[src/rtl/lpm_pkg.sv]
package lpm_pkg;
  localparam int CTL_W  = 3;
  localparam int B_SLP  = 0;
  localparam int B_TMD  = 1;
  localparam int B_STP  = 2;

  typedef enum logic [2:0] {
    M_RUN_PLL  = 3'd0,
    M_RUN_MAIN = 3'd1,
    M_RUN_SUB  = 3'd2,
    M_SLP_PLL  = 3'd3,
    M_SLP_MAIN = 3'd4,
    M_SLP_SUB  = 3'd5,
    M_TIMER    = 3'd6,
    M_STOP     = 3'd7
  } mode_t;

  function automatic mode_t run_variant(input logic sm, input logic ss);
    if (!ss)     return M_RUN_SUB;
    else if (sm) return M_RUN_MAIN;
    else         return M_RUN_PLL;
  endfunction

  function automatic mode_t sleep_variant(input logic sm, input logic ss);
    if (!ss)     return M_SLP_SUB;
    else if (sm) return M_SLP_MAIN;
    else         return M_SLP_PLL;
  endfunction

  function automatic logic is_run(input mode_t m);
    return (m == M_RUN_PLL) || (m == M_RUN_MAIN) || (m == M_RUN_SUB);
  endfunction

  function automatic logic is_sleep(input mode_t m);
    return (m == M_SLP_PLL) || (m == M_SLP_MAIN) || (m == M_SLP_SUB);
  endfunction
endpackage

[src/rtl/lpm_decode.sv]
module lpm_decode
  import lpm_pkg::*;
(
  input  mode_t             cur,
  input  logic              wr,
  input  logic [CTL_W-1:0]  wdata,
  input  logic              irq,
  input  logic              sm,
  input  logic              ss,
  output mode_t             nxt,
  output logic              accept_wr
);
  logic entry_req;

  always_comb begin
    accept_wr = wr && is_run(cur);
    entry_req = wdata[B_SLP] || wdata[B_STP];
    nxt       = cur;
    if (!is_run(cur)) begin
      if (irq) nxt = run_variant(sm, ss);
    end else if (accept_wr && entry_req && !irq) begin
      if (wdata[B_STP])       nxt = M_STOP;
      else if (!wdata[B_TMD]) nxt = M_TIMER;
      else                    nxt = sleep_variant(sm, ss);
    end else begin
      nxt = run_variant(sm, ss);
    end
  end
endmodule

[src/rtl/lpm_state.sv]
module lpm_state
  import lpm_pkg::*;
#(
  parameter logic TMD_RST = 1'b1
) (
  input  logic              clk,
  input  logic              rst_n,
  input  mode_t             nxt,
  input  logic              accept_wr,
  input  logic [CTL_W-1:0]  wdata,
  output mode_t             cur,
  output logic [CTL_W-1:0]  rdata
);
  logic tmd_q;

  always_ff @(posedge clk) begin
    if (!rst_n) begin
      cur   <= M_RUN_MAIN;
      tmd_q <= TMD_RST;
    end else begin
      cur <= nxt;
      if (accept_wr) tmd_q <= wdata[B_TMD];
    end
  end

  always_comb begin
    rdata        = '0;
    rdata[B_TMD] = tmd_q;
  end
endmodule

[src/rtl/lpm_gate.sv]
module lpm_gate
  import lpm_pkg::*;
(
  input  logic  clk,
  input  logic  rst_n,
  input  mode_t nxt,
  input  logic  hold_req,
  output logic  cpu_clk_en,
  output logic  per_clk_en,
  output logic  tbt_clk_en,
  output logic  pin_hold,
  output logic  hold_ack
);
  always_ff @(posedge clk) begin
    if (!rst_n) begin
      cpu_clk_en <= 1'b1;
      per_clk_en <= 1'b1;
      tbt_clk_en <= 1'b1;
      pin_hold   <= 1'b0;
      hold_ack   <= 1'b0;
    end else begin
      cpu_clk_en <= is_run(nxt);
      per_clk_en <= is_run(nxt) || is_sleep(nxt);
      tbt_clk_en <= (nxt != M_STOP);
      pin_hold   <= !is_run(nxt);
      hold_ack   <= hold_req && (is_run(nxt) || is_sleep(nxt));
    end
  end
endmodule

[src/rtl/lpm_ctrl.sv]
module lpm_ctrl
  import lpm_pkg::*;
#(
  parameter logic TMD_RST = 1'b1
) (
  input  logic              clk,
  input  logic              rst_n,
  input  logic              ctl_wr,
  input  logic [CTL_W-1:0]  ctl_wdata,
  output logic [CTL_W-1:0]  ctl_rdata,
  input  logic              sel_main,
  input  logic              sel_sub,
  input  logic              irq_pending,
  input  logic              hold_req,
  output logic              hold_ack,
  output logic              cpu_clk_en,
  output logic              per_clk_en,
  output logic              tbt_clk_en,
  output logic              pin_hold,
  output logic [2:0]        mode_o
);
  mode_t cur, nxt;
  logic  accept_wr;

  lpm_decode u_dec (
    .cur(cur), .wr(ctl_wr), .wdata(ctl_wdata), .irq(irq_pending),
    .sm(sel_main), .ss(sel_sub), .nxt(nxt), .accept_wr(accept_wr)
  );

  lpm_state #(.TMD_RST(TMD_RST)) u_st (
    .clk(clk), .rst_n(rst_n), .nxt(nxt), .accept_wr(accept_wr),
    .wdata(ctl_wdata), .cur(cur), .rdata(ctl_rdata)
  );

  lpm_gate u_gate (
    .clk(clk), .rst_n(rst_n), .nxt(nxt), .hold_req(hold_req),
    .cpu_clk_en(cpu_clk_en), .per_clk_en(per_clk_en),
    .tbt_clk_en(tbt_clk_en), .pin_hold(pin_hold), .hold_ack(hold_ack)
  );

  assign mode_o = cur;
endmodule

[config.mk]
export PLATFORM = sky130hd
export DESIGN_NAME = lpm_ctrl
export DESIGN_NICKNAME = d
export VERILOG_FILES = /design/src/rtl/lpm_pkg.sv /design/src/rtl/lpm_decode.sv /design/src/rtl/lpm_state.sv /design/src/rtl/lpm_gate.sv /design/src/rtl/lpm_ctrl.sv
export SDC_FILE = /design/constraint.sdc
export NUM_CORES = 1
export LEC_CHECK = 0
export ABC_AREA = 1
export BUFFER_PORTS_ARGS = -buffer_cell sky130_fd_sc_hd__buf_2
export CORE_AREA = 2 2 39 41
export DETAILED_ROUTE_END_ITERATION = 16
export DIE_AREA = 0 0 41 43
export RECOVER_POWER = 25
export SYNTH_ARGS = -nofsm -noshare
export SYNTH_HDL_FRONTEND = slang
export SYNTH_SLANG_ARGS = --single-unit
[constraint.sdc]
create_clock -name clk -period 1.1 [get_ports clk]
set_input_delay 0 -clock clk [delete_from_list [all_inputs] [get_ports clk]]
set_output_delay 0 -clock clk [all_outputs]
set_load 0.02 [all_outputs]
== Yosys cells after proc, flatten, opt, wreduce, memory -nomap -nowiden ==
Cells that the tools add are included.
Word-level totals
  memory bits (writable): 0
  bits in latches: 0
  input port bits: 10
  memories kept: 0
  bits in registers: 9
  memory bits (read-only): 0
Operators by class
  divide/modulo/power cells: 0
  shifts and indexed selects: 0
  multipliers: 0
  multiplexer cells: 9
  bitwise operators: 0
  magnitude comparators: 0
  add/sub/neg operators: 0
  eq/ne operators: 8
  reductions and logical operators: 16
Operators by type and width (count)
  two-way mux 3 bit: 7
  equality test 3 x 2 -> 1 bit, second input constant: 3
  logical OR 1 bit: 8
  equality test 3 x 1 -> 1 bit, second input constant: 2
  equality test 3 bit, second input constant: 2
  zero test 3 bit: 2
  logical AND 1 bit: 4
  != test 3 bit, second input constant: 1
  zero test 1 bit: 2
  two-way mux 2 bit: 1
  two-way mux 1 bit: 1

== Longest topological paths before layout ==
Gate-level depths: netlist of run 1.
  word-level depth: 13
  mapped depth: 9
  mapped depth without buffers: 9

== Cells and area by module ==
Synthesis of run 1 repeated with hierarchy kept, for this count alone.
Second synthesis, totals
  cells, all modules: 69
  area, all modules: 467.9 um^2
By module, submodules not included
  lpm_decode: instances 1, area an instance 171.4 um^2, cells an instance 34
  lpm_gate: instances 1, area an instance 151.4 um^2, cells an instance 17
  lpm_state: instances 1, area an instance 145.1 um^2, cells an instance 18

== Least setup slack after synthesis of run 1 ==
OpenSTA, ideal clock, no wires.
  path type: flip-flop to flip-flop
  start point: register u_st.cur[1]
  end point: register u_gate.cpu_clk_en
  library setup time: 0.108 ns
  data arrival time: 1.079 ns
  slack: -0.087 ns
  cell stages (with the launch flop): 9
  cells stage by stage: dfxtp_1 > nand2_1 > nand2_2 > nor2_4 > nand2_4 > o22ai_2 > nand2_2 > nand2_2 > inv_2
On the way
  longest elaborated chain between the ends: 11
RTL lines
  from (decl): RTL line lpm_state.sv:11  | output mode_t cur,
  from (signal assigned): RTL line lpm_state.sv:21  | cur <= nxt;
  equality test 3 x 1 -> 1 bit or zero test 3 bit (tied branches): RTL line lpm_pkg.sv:31  | return (m == M_RUN_PLL) || (m == M_RUN_MAIN) || (m == M_RUN_SUB);
  logical OR 1 bit (2 in series): RTL line lpm_pkg.sv:31
  logical AND 1 bit: RTL line lpm_decode.sv:16  | accept_wr = wr && is_run(cur);
  logical AND 1 bit (2 in series): RTL line lpm_decode.sv:21  | end else if (accept_wr && entry_req && !irq) begin
  two-way mux 3 bit: RTL line lpm_decode.sv:21
  two-way mux 3 bit (*): RTL line lpm_decode.sv:19  | if (!is_run(cur)) begin
  equality test 3 x 1 -> 1 bit or zero test 3 bit (tied branches): RTL line lpm_pkg.sv:31
  logical OR 1 bit: RTL line lpm_pkg.sv:31
  logical OR 1 bit (*): RTL line lpm_pkg.sv:31
  to (signal assigned): RTL line lpm_gate.sv:22  | cpu_clk_en <= is_run(nxt);
  to (decl): RTL line lpm_gate.sv:8  | output logic cpu_clk_en,
Mark *: on every way between the ends. The rest lies on a longest branch, timed or not.
A chain may end at the register's enable or synchronous reset.

== Final worst setup path of run 1 ==
Same ends and word-level chain as after synthesis.

==> flow_summary.json, run 1 <==
{
  "critPathSlowestCell": "dfxtp_4",
  "core_um2": 1384,
  "clkSinkCount": 9,
  "total_power_mw": 0.9145,
  "ioPinCount": 21,
  "final.setup_skew_ps": 12.53,
  "netlist_instances": 60,
  "layout_setup_ws_ps": -96.16,
  "final-seq-area_um2": 188.9,
  "first_pass_iters": 4,
  "leakagePower_nw": 0.3512,
  "area_delta_synth_final_pct": 55.43,
  "hp-class": "in -> reg",
  "wl_um": 1078,
  "power_density_nw_per_um2": 1310,
  "critPathTopFamily": "simple AND/OR/NAND/NOR gates",
  "crit_chain": "nand2_4, nand2_4, nor2_4, nand2_4, o22ai_4, nand2_2, nand2_2, inv_2",
  "holdWs_ps": 108.3,
  "syn_area_per_cell_um2": 7.486,
  "die_area_um2": 1763,
  "root_buffer": "clkbuf_4",
  "row_count": 14,
  "cp_data_required_time_ps": 1260,
  "syn_area_um2": 449.2,
  "end_kind": "register",
  "fmax_ghz": 0.8360,
  "die_h_um": 43,
  "tritoncts": "done",
  "antenna_found_initial": 0,
  "num-fill-cells": 137,
  "dieWidth_um": 41,
  "place_area_um2": 621.8,
  "arrival_ps": 1350,
  "clkLatencyLatePin_ps": 260,
  "start_kind": "register",
  "utilization_pct": 50.45,
  "path_buf_inv": 1,
  "viasPerCell": 4.371,
  "status": "finished, violations left",
  "cts_max_path_buffers": 2,
  "overflow": 0,
  "ir_drop_mv": 0.6295,
  "fin_crit_ps": 1196,
  "drcViolationCount": 0,
  "ys_top_cells_by_area": "dfxtp_1, nand2_1, nand3_1",
  "fin_nets": 100,
  "grt_use_total_pct": 15.94,
  "grt_max_degree": 7,
  "cts_made_buffers": 3,
  "max_cap_violations": 0,
  "hold_viol": 0,
  "cts_setup_buffers": 0,
  "postRouteAntennaNets": 0,
  "gp_congestion": 0.7203,
  "fin_cells": 105,
  "synth.top_cell.area_share_pct": 40.11,
  "seq_area_frac_synth_pct": 40.11,
  "cts_max_level": 1,
  "vias": 459,
  "final_area_um2": 698.2,
  "synth_seq_cells": 9,
  "antennaDiodeCount": 0,
  "rsz0062_at_grt": "true",
  "crit_top_cell": "nand2_4",
  "slew_viol_final": 0,
  "grt_pass1_wl_um": 1856,
  "violations": "setup timing",
  "crit_type": "reg -> reg",
  "dp.cells": 98,
  "dp_hpwl_um": 769.6,
  "path_clk_slew_ps": 70,
  "setup_viol": 7,
  "wl_per_cell_um": 10.27,
  "dp_slack_ps": -60.28,
  "synth_top_cell_by_area": "dfxtp_1",
  "io_buffers": 18,
  "ys_types": 19,
  "multi_input_area_um2": 267.8,
  "drive_gt1_share_pct": 52.81,
  "drt_iter0_markers": 5,
  "grt_pass1_vias": 420,
  "yosysWarnings": 0,
  "start_util_pct": 32.46,
  "fin_crit_sh_pct": 108.7,
  "path_max_fanout": 4,
  "crit_path_max_incr_delay_ps": 360,
  "setup_tns_ps": -402.5
}
## path summary, 6_finish.rpt
| kind | startpoint | end | slack [ps] | cells past startpoint |
|---|---|---|---|---|
| worst min register to register | u_st.tmd_q$_SDFFE_PN1N_ | u_st.tmd_q$_SDFFE_PN1N_ | 480 | 2 |
| worst max register to register | u_st.cur[1]$_SDFF_PN0_ | u_gate.cpu_clk_en$_SDFF_PN1_ | -100 | 8 |
| worst max-delay path | u_st.cur[1]$_SDFF_PN0_ | u_gate.cpu_clk_en$_SDFF_PN1_ | -100 | 8 |
| worst min-delay path | ctl_wr | u_st.tmd_q$_SDFFE_PN1N_ | 110 | 4 |
## synth_stat cells
| cell type | n |
|---|---|
| o21ai_1 | 1 |
| nand3_2 | 2 |
| nand2_1 | 14 |
| conb_1 | 1 |
| nor2_1 | 4 |
| o22ai_2 | 1 |
| o21ai_0 | 1 |
| nand4_1 | 1 |
| nor2_4 | 1 |
| dfxtp_1 | 9 |
| buf_4 | 3 |
| inv_1 | 5 |
| a21oi_1 | 1 |
| nor2_2 | 1 |
| nand2_4 | 1 |
| nand3_1 | 6 |
| o211ai_1 | 1 |
| inv_2 | 3 |
| nand2_2 | 4 |
## routing by layer
layer  global-route usage (%)  share of wire (%)  vias up
met1                    21.24                 46      202
met2                    23.44                 47       13
met4                    6.000               0.83        0
met5                        0                  0        -
met3                    4.712                5.3        2
li1                         -                  -      242
## timing repair
| item | CTS | global route |
|---|---|---|
| pin swaps | 4 | 3 |
| endpoints found under the setup margin | 6 | 7 |
| resized for setup | 5 | 0 |
| hold buffers | 3 | 0 |
| endpoints found under the hold margin | 2 | 0 |
## sequential cells by signal (all words and copies together) (netlist names)
register and flops:
u_gate.cpu_clk_en 1, u_gate.hold_ack 1, u_gate.per_clk_en 1, u_gate.pin_hold 1
u_gate.tbt_clk_en 1, u_st.cur 3, u_st.tmd_q 1
## layout by cell type, fill, tap and decap left out, types with 2 or more instances in the layout
cell type / instances
buf_4: 6
inv_2: 2
dlygate4sd3_1: 3
nor2_1: 4
clkbuf_1: 3
nand2_1: 11
clkbuf_4: 3
dfxtp_4: 2
conb_1: 2
nand3_2: 4
dfxtp_1: 6
nand2_2: 5
buf_2: 16
nand3_1: 3
nand2_4: 3
inv_1: 5
## area by class of cell
cell class	count	share of cell area, %
multi-input cells	41	38.35
flip-flops and latches	9	27.06
repair buffers	27	23.30
inverters	8	4.659
clock buffers	4	3.763
well taps	16	2.867
## cell families (layout without fill, tap and decap cells)
logic type             Yosys count  in the layout  share of synthesized area [%]
buffers and inverters           11             39                          11.70
other                            1              2                         0.8349
DFF                              9              9                          40.11
and+or+nand+nor                 34             34                          39.55
AOI/OAI and AO/OA                5              5                          7.796
## power breakdown
part | leakage, nW | total, mW | internal, mW | switching, mW
clock network | 0.0150 | 0.260 | 0.140 | 0.120
logic | 0.261 | 0.284 | 0.117 | 0.167
registers | 0.0755 | 0.371 | 0.355 | 0.0162
total | 0.351 | 0.914 | 0.611 | 0.303
## tightest hold or removal path, cell delays in order
cell and delay (ps):
buf_2 100, inv_1 90, o21ai_0 100, nand3_1 60
(Power assumes the default switching activity.)
==> run 2: changes to the inputs <==
CELL_PAD_IN_SITES_DETAIL_PLACEMENT = 1   (was default)
CELL_PAD_IN_SITES_GLOBAL_PLACEMENT = 2   (was default)
CORE_AREA = default   (was 2 2 39 41)
CORE_MARGIN = 1   (was default)
CORE_UTILIZATION = 20   (was default)
DIE_AREA = default   (was 0 0 41 43)
PLACE_DENSITY_LB_ADDON = 0.1   (was default)
==> run 2 against run 1 <==
The run still ends with setup timing left. Routed wire length rose by 18%. Clock skew rose by 5.3 ps. Count of clock-buffer cells in the layout did not move. Highest routed layer unchanged. Largest power group unchanged. Largest cell class unchanged. Cell area rose by 3.6%. Combinational power rose by 6%. Worst hold slack got worse by 110 ps. Flip-flop and latch count did not move. Sequential share of layout area fell by 0.94 points. Non-clock buffer count did not move. Utilization fell by 15 points. Critical endpoint is now u_gate.tbt_clk_en$_SDFF_PN1_. First-iteration DRC count did not move. Die area rose by 38%.
==> flow_summary.json, run 2 (synthesis results as in run 1) <==
{
  "final_cell_mix": "buf_2, nand2_1, buf_4",
  "largest_reg_flops": 3,
  "core_um2": 2042,
  "end_kind": "register",
  "violations": "setup timing",
  "dieWidth_um": 49.39,
  "io_buffers": 18,
  "clkSinkCount": 9,
  "cts_max_path_buffers": 2,
  "cts_max_level": 1,
  "arrival_ps": 1330,
  "fin_nets": 100,
  "clkLatencyLatePin_ps": 270,
  "ioPinCount": 21,
  "postRouteAntennaNets": 0,
  "drcViolationCount": 0,
  "drive_gt1_share_pct": 58.43,
  "fin_crit_sh_pct": 108.6,
  "grt_pass1_vias": 465,
  "leakagePower_nw": 0.3561,
  "viasPerCell": 3.991,
  "grt_pass1_wl_um": 2201,
  "antennaDiodeCount": 0,
  "top_register": "u_st.cur",
  "fin_crit_ps": 1195,
  "tritoncts": "done",
  "setup_viol": 6,
  "crit_type": "reg -> reg",
  "overflow": 0,
  "status": "finished, violations left",
  "row_count": 16,
  "gp_congestion": 0.6829,
  "die_h_um": 49.39,
  "vias": 463,
  "r2r_slack_ps": -90,
  "hold_viol": 0,
  "path_clk_slew_ps": 80,
  "max_cap_violations": 0,
  "drt_iter0_markers": 5,
  "cts_made_buffers": 3,
  "cp_data_required_time_ps": 1240,
  "antenna_found_initial": 0,
  "num-fill-cells": 267,
  "ir_drop_mv": 0.6817,
  "power_density_nw_per_um2": 1307,
  "final_common_cell": "buf_2",
  "die_area_um2": 2439,
  "start_kind": "register",
  "wl_per_cell_um": 10.93,
  "grt_use_total_pct": 12.48,
  "area_delta_synth_final_pct": 61.00,
  "hp-class": "in -> reg",
  "start_util_pct": 22.00,
  "utilization_pct": 35.42,
  "rsz0062_at_grt": "true",
  "layout_setup_ws_ps": -94.56,
  "slew_viol_final": 0,
  "root_buffer": "clkbuf_4",
  "grt_max_degree": 7,
  "first_pass_iters": 2,
  "dp_hpwl_um": 952.9,
  "fmax_ghz": 0.8371,
  "total_power_mw": 0.9454,
  "path_max_fanout": 3,
  "wl_um": 1268,
  "final.setup_skew_ps": 17.86
}
==> run 2: cell types whose count changed in the layout (fill, tap and decap cells not counted), sizes merged <==
cell and change:
buf +2, dlygate4sd3 -2
==> run 2: what timing repair did <==
| item | 4_1_cts | 5_1_grt |
|---|---|---|
| buffers inserted | 1 | 1 |
| pin swaps | 5 | 4 |
| endpoints found under the hold margin | 1 | 0 |
| gates resized for setup | 3 | 7 |
| hold buffers | 1 | 0 |
| endpoints found under the setup margin | 6 | 7 |
==> run 2: layer usage <==
metal	up-vias	share of wire [%]	GRT usage, %	routed length [um]
met2	9	47	18.72	596
met4	0	1.1	7.143	14
met3	2	4.1	2.804	52
li1	241	-	-	-
met1	211	48	16.26	604
met5	-	0	0	0
==> run 2: worst max-delay path, cell delays in order (launching register included) <==
cell	delay [ps]
dfxtp_4	360
inv_4	60
nand2_4	60
buf_4	140
nor2_4	100
nand2_4	60
nand3_4	90
nand2_2	60
inv_2	60
nand3_1	60
==> run 2: final timing paths <==
path | startpoint | cells after the start | end
max | u_st.cur[2]$_SDFF_PN0_ | 9 | u_gate.tbt_clk_en$_SDFF_PN1_
min | rst_n | 2 | u_st.tmd_q$_SDFFE_PN1N_
max reg2reg | u_st.cur[2]$_SDFF_PN0_ | 9 | u_gate.tbt_clk_en$_SDFF_PN1_
min reg2reg | u_st.tmd_q$_SDFFE_PN1N_ | 2 | u_st.tmd_q$_SDFFE_PN1N_
==> run 2: layout make-up <==
cell class              count  area (um^2)  area share (%)
clock buffers               4        26.28           3.633
flip-flops and latches      9        188.9           26.12
multi-input cells          41        284.0           39.27
inverters                   8        32.53           4.498
repair buffers             27        157.7           21.80
well taps                  27        33.78           4.671
==> run 2: report_power, final <==
part	total (mW)	switching (mW)	internal [mW]	leakage [nW]
Sequential	0.370	0.0155	0.354	0.0755
Combinational	0.300	0.178	0.122	0.266
Clock	0.276	0.136	0.140	0.0150
==> run 2: stage by stage <==
| step | TNS (ps) | worst slack, ps | cells | cell area [um^2] | hold slack, ps |
|---|---|---|---|---|---|
| floorplan | -60.73 | -38.37 | 61 | 489.2 | 84.68 |
| global placement | -251.5 | -95.04 | 109 | 635.6 | 236.2 |
| detailed placement | -238.4 | -74.46 | 109 | 635.6 | 231.2 |
| CTS | -257.9 | -71.21 | 115 | 691.9 | 5.068 |
| global route | -861.1 | -166.6 | 116 | 723.2 | 1.123 |
| finish | -386.2 | -94.56 | 116 | 723.2 | 0.2039 |
==> run 3: changes to the inputs <==
BUFFER_PORTS_ARGS = -buffer_cell sky130_fd_sc_hd__buf_4   (was -buffer_cell sky130_fd_sc_hd__buf_2)
==> run 3 against run 2 <==
The run still ends with setup timing left. Sequential power about the same. Flip-flop and latch count unchanged. Total power is 1.6% lower. Sequential share of layout area fell by 1.3 points. Clock skew shrank 15 ps. Non-clock buffer count increased by 2. Routed wire length decreased by 8.0%. Highest routed layer is now met3.
==> flow_summary.json, run 3 (synthesis results as in run 1) <==
{
  "status": "finished, violations left",
  "violations": "setup timing",
  "die_area_um2": 2439,
  "postRouteAntennaNets": 0,
  "first_pass_iters": 1,
  "leakagePower_nw": 0.3766,
  "layout_setup_ws_ps": -71.24,
  "grt_pass1_wl_um": 1918,
  "viasPerCell": 3.941,
  "final_cell_mix": "buf_4, nand2_1, dfxtp_1",
  "crit_chain": "nand2_4, nand2_4, nor2_4, nand2_4, o22ai_4, nand2_2, nand2_2, inv_2",
  "overflow": 0,
  "place_area_um2": 680.7,
  "path_max_fanout": 4,
  "reg2reg_depth": 8,
  "tritoncts": "done",
  "slew_viol_final": 0,
  "r2r-start": "u_st.cur[1]$_SDFF_PN0_",
  "grt_pass1_vias": 435,
  "cts_made_buffers": 3,
  "crit_path_max_incr_delay_ps": 350,
  "gp_congestion": 0.7003,
  "grt_use_total_pct": 10.85,
  "clkLatencyLatePin_ps": 260,
  "ir_drop_mv": 0.6442,
  "final_common_cell": "buf_4",
  "hold_viol": 0,
  "fmax_ghz": 0.8538,
  "drcViolationCount": 0,
  "ioPinCount": 21,
  "fin_crit_ps": 1171,
  "start_util_pct": 22.00,
  "dp_hpwl_um": 949.5,
  "dieWidth_um": 49.39,
  "max_cap_violations": 0,
  "antenna_found_initial": 0,
  "hp-class": "in -> reg",
  "drive_gt1_share_pct": 53.85,
  "crit_top_cell": "nand2_4",
  "core_um2": 2042,
  "row_count": 16,
  "root_buffer": "clkbuf_4",
  "clkSinkCount": 9,
  "crit_start": "u_st.cur[1]$_SDFF_PN0_",
  "drt_iter0_markers": 0,
  "power_density_nw_per_um2": 1221,
  "crit_type": "reg -> reg",
  "cts_max_level": 1,
  "fin_nets": 102,
  "critPathSlowestCell": "dfxtp_4",
  "critPathTopFamily": "simple AND/OR/NAND/NOR gates",
  "io_buffers": 18,
  "setup_viol": 5,
  "path_buf_inv": 1,
  "final_area_um2": 762.0,
  "start_kind": "register",
  "fin_crit_sh_pct": 106.5,
  "cts_max_path_buffers": 2,
  "path_clk_slew_ps": 60,
  "worstHoldStart": "irq_pending",
  "largest_reg_flops": 3,
  "holdWs_ps": 59.45,
  "top_register": "u_st.cur",
  "wl_per_cell_um": 9.881,
  "hold_depth": 3,
  "num-fill-cells": 263,
  "final.setup_skew_ps": 3.028,
  "arrival_ps": 1330,
  "vias": 465,
  "critical_path_depth": 8,
  "grt_max_degree": 7,
  "wl_um": 1166,
  "rsz0062_at_grt": "true",
  "antennaDiodeCount": 0,
  "die_h_um": 49.39,
  "end_kind": "register",
  "cp_data_required_time_ps": 1260,
  "area_delta_synth_final_pct": 69.64
}
-- run 3: cell types whose count changed in the layout (fill, tap and decap cells not counted), sizes merged --
cell	previous run	this run
dlygate4sd3	1	3
-- run 3: worst reg2reg max path, stage by stage (launching register included) --
cell,delay [ps]
dfxtp_4,350
nand2_4,60
nand2_4,60
nor2_4,150
nand2_4,90
o22ai_4,160
nand2_2,90
nand2_2,80
inv_2,30
-- run 3: area by class of cell --
| class | instances | area [um^2] | area share (%) |
|---|---|---|---|
| tap | 27 | 33.78 | 4.433 |
| timing repair buffer | 29 | 217.7 | 28.57 |
| inverter | 8 | 32.53 | 4.269 |
| clock buffer | 4 | 26.28 | 3.448 |
| sequential | 9 | 188.9 | 24.79 |
| multi-input combinational | 41 | 262.8 | 34.48 |
-- run 3: final timing paths --
kind / endpoint / slack [ps]
setup reg to reg: u_gate.cpu_clk_en$_SDFF_PN1_ / -70
setup / recovery: u_gate.cpu_clk_en$_SDFF_PN1_ / -70
hold / removal: u_gate.per_clk_en$_SDFF_PN1_ / 60
hold reg to reg: u_st.tmd_q$_SDFFE_PN1N_ / 480
-- run 3: metrics by stage --
stage	TNS, ps	setup WS [ps]	utilization [%]	cells	total power [mW]
finish	-166.7	-71.24	37.32	118	0.9301
global route	-641.8	-138.4	37.32	118	0.9915
CTS	-307.9	-109.5	36.83	117	0.9450
detailed placement	-346.2	-116.5	33.33	109	0.6669
global placement	-309.8	-86.34	33.33	109	0.6653
floorplan	-60.73	-38.37	-	61	0.5438
-- run 3: power breakdown --
part           internal [mW]  switching [mW]
Sequential             0.355          0.0157
Combinational          0.142           0.169
Clock                  0.139           0.110
-- run 3: routing by layer --
| metal | vias to the layer above | wire, um | global-route usage [%] |
|---|---|---|---|
| li1 | 248 | - | - |
| met4 | 0 | 0 | 2.857 |
| met5 | - | 0 | 0 |
| met2 | 13 | 563 | 17.35 |
| met3 | 0 | 80 | 5.919 |
| met1 | 204 | 522 | 12.45 |
-- run 3: what timing repair did --
action | in CTS | in global routing
setup endpoints to repair | 7 | 8
resized for setup | 2 | 3
hold buffers | 3 | 0
pin swaps | 7 | 3
buffers inserted | 1 | 1
endpoints found under the hold margin | 2 | 0
